File: src/rtl/pdm_pkg.sv
package pdm_pkg;
    localparam int TAPS       = 32;
    localparam int PRE_ELEMS  = 32;
    localparam int PRE_STEP   = 4;
    localparam int SEL_W      = 3;
    localparam int RATIO_W    = 2;
    localparam int CODE_W     = 5;
    localparam int REF_TAPS   = 14;
    localparam int MAX_RATIO  = 1 << RATIO_W;
    localparam int WIN_MAX    = REF_TAPS * MAX_RATIO;
    localparam int CNT_W      = $clog2(WIN_MAX + 1);
    localparam int REACH_W    = $clog2(TAPS + 1);

    typedef enum logic {ST_IDLE, ST_RUN} pdm_state_e;

    typedef struct packed {
        logic [SEL_W-1:0] pre_sel;
        logic [CNT_W-1:0] window;
    } pdm_cfg_t;

    function automatic logic [CNT_W-1:0] window_for(input logic [RATIO_W-1:0] rsel);
        return CNT_W'(REF_TAPS * (int'(rsel) + 1));
    endfunction
endpackage

File: src/rtl/pdm_ctrl.sv
module pdm_ctrl
    import pdm_pkg::*;
(
    input  logic             clk,
    input  logic             rst,
    input  logic             en,
    input  logic             launch,
    input  logic [SEL_W-1:0] pre_sel,
    input  logic [RATIO_W-1:0] ratio_sel,
    output logic             run,
    output logic [SEL_W-1:0] sel_q,
    output logic             capture
);
    pdm_state_e       state;
    pdm_cfg_t         cfg;
    logic [CNT_W-1:0] cnt;

    assign run     = (state == ST_RUN);
    assign sel_q   = cfg.pre_sel;
    assign capture = run && (cnt == cfg.window);

    always_ff @(posedge clk) begin
        if (rst || !en) begin
            state <= ST_IDLE;
            cnt   <= '0;
            cfg   <= '0;
        end else begin
            case (state)
                ST_IDLE: begin
                    if (launch) begin
                        state       <= ST_RUN;
                        cnt         <= '0;
                        cfg.pre_sel <= pre_sel;
                        cfg.window  <= window_for(ratio_sel);
                    end
                end
                default: begin
                    cnt <= cnt + 1'b1;
                    if (capture) state <= ST_IDLE;
                end
            endcase
        end
    end
endmodule

File: src/rtl/pdm_predelay.sv
module pdm_predelay #(
    parameter int ELEMS = 32,
    parameter int STEP  = 4,
    parameter int SEL_W = 3
) (
    input  logic             clk,
    input  logic             rst,
    input  logic             run,
    input  logic [SEL_W-1:0] sel,
    output logic             pre_out
);
    localparam int NSEL = 1 << SEL_W;

    logic [ELEMS-1:0] chain;
    logic [NSEL-1:0]  taps;

    always_ff @(posedge clk) begin
        if (rst || !run) chain <= '0;
        else             chain <= {chain[ELEMS-2:0], 1'b1};
    end

    assign taps[0] = run;
    for (genvar k = 1; k < NSEL; k++) begin : g_tap
        assign taps[k] = chain[k*STEP-1];
    end

    assign pre_out = taps[sel];
endmodule

File: src/rtl/pdm_tapline.sv
module pdm_tapline #(
    parameter int TAPS = 32
) (
    input  logic            clk,
    input  logic            rst,
    input  logic            run,
    input  logic            din,
    output logic [TAPS-1:0] taps
);
    always_ff @(posedge clk) begin
        if (rst || !run) taps <= '0;
        else             taps <= {taps[TAPS-2:0], din};
    end
endmodule

File: src/rtl/pdm_encoder.sv
module pdm_encoder #(
    parameter int TAPS   = 32,
    parameter int CODE_W = 5
) (
    input  logic [TAPS-1:0]   therm,
    output logic [CODE_W-1:0] code
);
    localparam int REACH_W = $clog2(TAPS + 1);
    localparam int CODE_MAX = (1 << CODE_W) - 1;

    logic [REACH_W-1:0] reach;

    // Length of the unbroken run from tap 0; ones after a gap are ignored.
    always_comb begin
        logic alive;
        alive = 1'b1;
        reach = '0;
        for (int i = 0; i < TAPS; i++) begin
            if (alive && therm[i]) reach = reach + 1'b1;
            else                   alive = 1'b0;
        end
    end

    assign code = (int'(reach) > CODE_MAX) ? CODE_W'(CODE_MAX) : CODE_W'(reach);
endmodule

File: src/rtl/pathdelay_monitor.sv
module pathdelay_monitor
    import pdm_pkg::*;
(
    input  logic               clk,
    input  logic               rst,
    input  logic               en,
    input  logic               launch,
    input  logic [SEL_W-1:0]   pre_sel,
    input  logic [RATIO_W-1:0] ratio_sel,
    output logic [CODE_W-1:0]  code,
    output logic               valid
);
    logic              run, capture, pre_out;
    logic [SEL_W-1:0]  sel_q;
    logic [TAPS-1:0]   therm;
    logic [CODE_W-1:0] enc_code;

    pdm_ctrl u_ctrl (
        .clk(clk), .rst(rst), .en(en), .launch(launch),
        .pre_sel(pre_sel), .ratio_sel(ratio_sel),
        .run(run), .sel_q(sel_q), .capture(capture)
    );

    pdm_predelay #(.ELEMS(PRE_ELEMS), .STEP(PRE_STEP), .SEL_W(SEL_W)) u_pre (
        .clk(clk), .rst(rst), .run(run), .sel(sel_q), .pre_out(pre_out)
    );

    pdm_tapline #(.TAPS(TAPS)) u_line (
        .clk(clk), .rst(rst), .run(run), .din(pre_out), .taps(therm)
    );

    pdm_encoder #(.TAPS(TAPS), .CODE_W(CODE_W)) u_enc (
        .therm(therm), .code(enc_code)
    );

    always_ff @(posedge clk) begin
        if (rst || !en) begin
            code  <= '0;
            valid <= 1'b0;
        end else begin
            valid <= capture;
            if (capture) code <= enc_code;
        end
    end
endmodule

File: config.mk
export PLATFORM = sky130hd
export DESIGN_NAME = pathdelay_monitor
export DESIGN_NICKNAME = d
export VERILOG_FILES = /design/src/rtl/pdm_pkg.sv /design/src/rtl/pdm_ctrl.sv /design/src/rtl/pdm_predelay.sv /design/src/rtl/pdm_tapline.sv /design/src/rtl/pdm_encoder.sv /design/src/rtl/pathdelay_monitor.sv
export SDC_FILE = /design/constraint.sdc
export NUM_CORES = 1
export LEC_CHECK = 0
export ABC_CLOCK_PERIOD_IN_PS = 20500
export BUFFER_PORTS_ARGS = -buffer_cell sky130_fd_sc_hd__buf_2
export CORE_MARGIN = 4
export CORE_UTILIZATION = 64
export DETAILED_ROUTE_END_ITERATION = 8
export HOLD_SLACK_MARGIN = 0.15
export PLACE_DENSITY = 0.81
export RECOVER_POWER = 50
export SLEW_MARGIN = 20
export SYNTH_ARGS = -nofsm -noshare
export SYNTH_HDL_FRONTEND = slang
export SYNTH_HIERARCHICAL = 1
export SYNTH_SLANG_ARGS = --single-unit
File: constraint.sdc
create_clock -name clk -period 20.5 [get_ports clk]
set_input_delay 4.1 -clock clk [delete_from_list [all_inputs] [get_ports clk]]
set_output_delay 4.1 -clock clk [all_outputs]
set_load 0.01 [all_outputs]
==> qor.csv <==
metric;value;unit
status;finished clean;
DIE HEIGHT;110;um
syn_area_per_cell;8.48;sq um
vias per cell;6.05;
Lkg Pwr;2.83;nW
Synth area leaders;dfxtp_1, ha_1, xnor2_1;
row cnt;36;
port bufs;14;
Cells after Synth;786;
slowest cell on the critical path;xnor3_2;
width of the die;110;um
crit path DAT;19240;ps
total of max-cap violations;0;
prevailing post-synth register cell;dfxtp_1;
largest net degree at the start of global routing;36;
dpl cell area;6700;sq um
CTS Buffer Depth;2;
routed via count;5532;
ys async rst share;0;
Max Fclk;0.0526;GHz
Root Buffer;clkbuf_8;
Post-Layout Cell Count;915;
antenna viol nets, final;0;
clk sinks;81;
area share of the largest cell type after synthesis;0.243;
type of destination of the critical path;register;
Final Cycle Share;0.927;
die area;12100;sq um
Worst Hold Slack;434;ps
Sum Neg Setup Slack;0;ps
Power Dens Cells;42.8;nW/um^2
reg2reg path depth;96;
hold_buf cts;0;
total grt overflow;0;
post-synthesis sequential area ratio;0.243;
final instance area;6930;sq um
Top Ports;15;
fill cell count;804;
Initial DRT Pass Iterations;5;
crit-path max cell delay;450;ps
final net count;821;
dpl cells;898;
CTS buffer count;9;
Hold Path Depth;1;
CTS H-Tree Depth;3;
Synth warnings;6;
worst slew pin tran;1240;ps
max_slew headroom;0.174;
post-detail-place hpwl;10.4;mm
Period minus WS final;19000;ps
Total GRT Usage;0.243;
worst vdd ir;0.0714;mV
post-layout util;0.696;
global-route wire length before repair;24.1;mm
endpoints failing setup;0;
share of layout cells above drive strength 1;0.123;
EDFF count, synth;0;
Fin. Hold Viols;0;
initial core utilization;0.669;
1st-iter DRT viols;364;
flop and latch count out of synthesis;81;
clock transition at the registers of the reported paths;80;ps
Clock Latency Late Sink;340;ps
ant diodes;0;
Unique masters post-synth;80;
Slew Viols, Final;0;
crit path max fanout;6;
top cell type by total area after synthesis;dfxtp_1;
WL/cell;15.1;um
final WL;13.9;mm
Clock Skews;6.01;ps
crit path launch type;register;
synthesis-to-finish area growth;3.94;%
Residual DRC;0;
core area;9950;sq um
Post-Synthesis Cell Area;6660;sq um
Setup CP Type;reg2reg;
Crit path top cell by count;ha_1;
final RePlAce weighted congestion;0.858;
worst hold path type;reg2reg;
vias in the first global route;5370;
CTS tree;yes;
Post-Syn Nets;830;
CP required;20730;ps
initial antenna violation count;0;
## logic make-up after synthesis
kind of cell | Yosys count | synth area share
AND/OR/NAND/NOR | 349 | 0.298
AO/OA/AOI/OAI | 150 | 0.152
flip-flops | 81 | 0.243
XOR/XNOR | 73 | 0.137
buffers and inverters | 66 | 0.0494
adder cells (fa/ha/maj) | 36 | 0.0672
multiplexers | 31 | 0.0531
## cell usage after synthesis, drive strengths merged, types with 23 or more instances
cell type  number
mux2i          23
o21ai          34
nand2          84
a21oi          37
and2           45
xnor2          47
nor2           47
inv            29
nand3          26
ha             35
dfxtp          81
and3b          36
## cells in the final DEF, fill, tap and decap left out, types with 12 or more instances in the layout
master	instances
a21oi_1	35
and2_1	44
and3_1	13
and3b_2	32
dfxtp_1	81
ha_1	34
inv_1	29
mux2i_1	22
nand2_1	84
nand2b_1	12
nand3_1	25
nand4_1	14
nor2_1	47
nor3_1	18
o21ai_0	30
xnor2_1	40
## flip-flops by register name, indices dropped and copies added (netlist names)
name          cells
u_pre/chain      28
u_ctrl/cnt        6
u_ctrl/sel_q      3
u_ctrl/cfg        5
code              5
u_ctrl/run        1
valid             1
u_line/taps      32
## worst max-delay path: cells and delay by family, from the launching register on
kind | cells | cell delay, ps
simple gates | 20 | 2190
xor+xnor | 3 | 750
mux | 14 | 2350
flops | 1 | 430
buf+inv | 5 | 330
fa+ha+maj | 28 | 8410
compound gates | 26 | 4480
## timing repair
| item | 4_1_cts | 5_1_grt |
|---|---|---|
| endpoints found under the hold margin | 0 | 0 |
| setup endpoints to repair | 0 | 5 |
| setup buffers | 0 | 1 |
| gates resized for setup | 0 | 6 |
## routing by layer
metal	global-route usage	part of all wire
met3	0.0338	0.037
met2	0.408	0.47
met5	0	0
met1	0.323	0.48
met4	0.0784	0.016
## power breakdown
| part | internal (mW) | switching (mW) | leakage, nW |
|---|---|---|---|
| logic | 0.00499 | 0.00697 | 2.07 |
| clock network | 0.0692 | 0.0563 | 0.111 |
| registers | 0.158 | 0.000897 | 0.653 |
## layout make-up
cell class                 count  area [sq um]  area share
clock buffer                  10           128      0.0184
clock inverter                 6          91.3      0.0132
inverter                      29           109      0.0157
multi-input combinational    639          4730       0.682
sequential                    81          1620       0.234
tap                          133           166      0.0240
timing repair buffer          17          83.8      0.0121
## worst paths after layout
| kind | startpoint | end | slack, ps |
|---|---|---|---|
| setup / recovery | u_line/taps[1] | code[4] | 1500 |
| hold / removal | u_pre/chain[25] | u_pre/chain[26] | 430 |
| setup reg to reg | u_line/taps[1] | code[4] | 1500 |
| hold reg to reg | u_pre/chain[25] | u_pre/chain[26] | 430 |
## per-stage QoR
stage	worst slack, ps	power [mW]
after detailed placement	1360	0.175
after global routing	-43.7	0.308
after global placement	2230	0.174
after CTS	1310	0.299
final	1500	0.296
after floorplan	3240	0.172
Note: power is estimated with default switching activity, not from simulation.
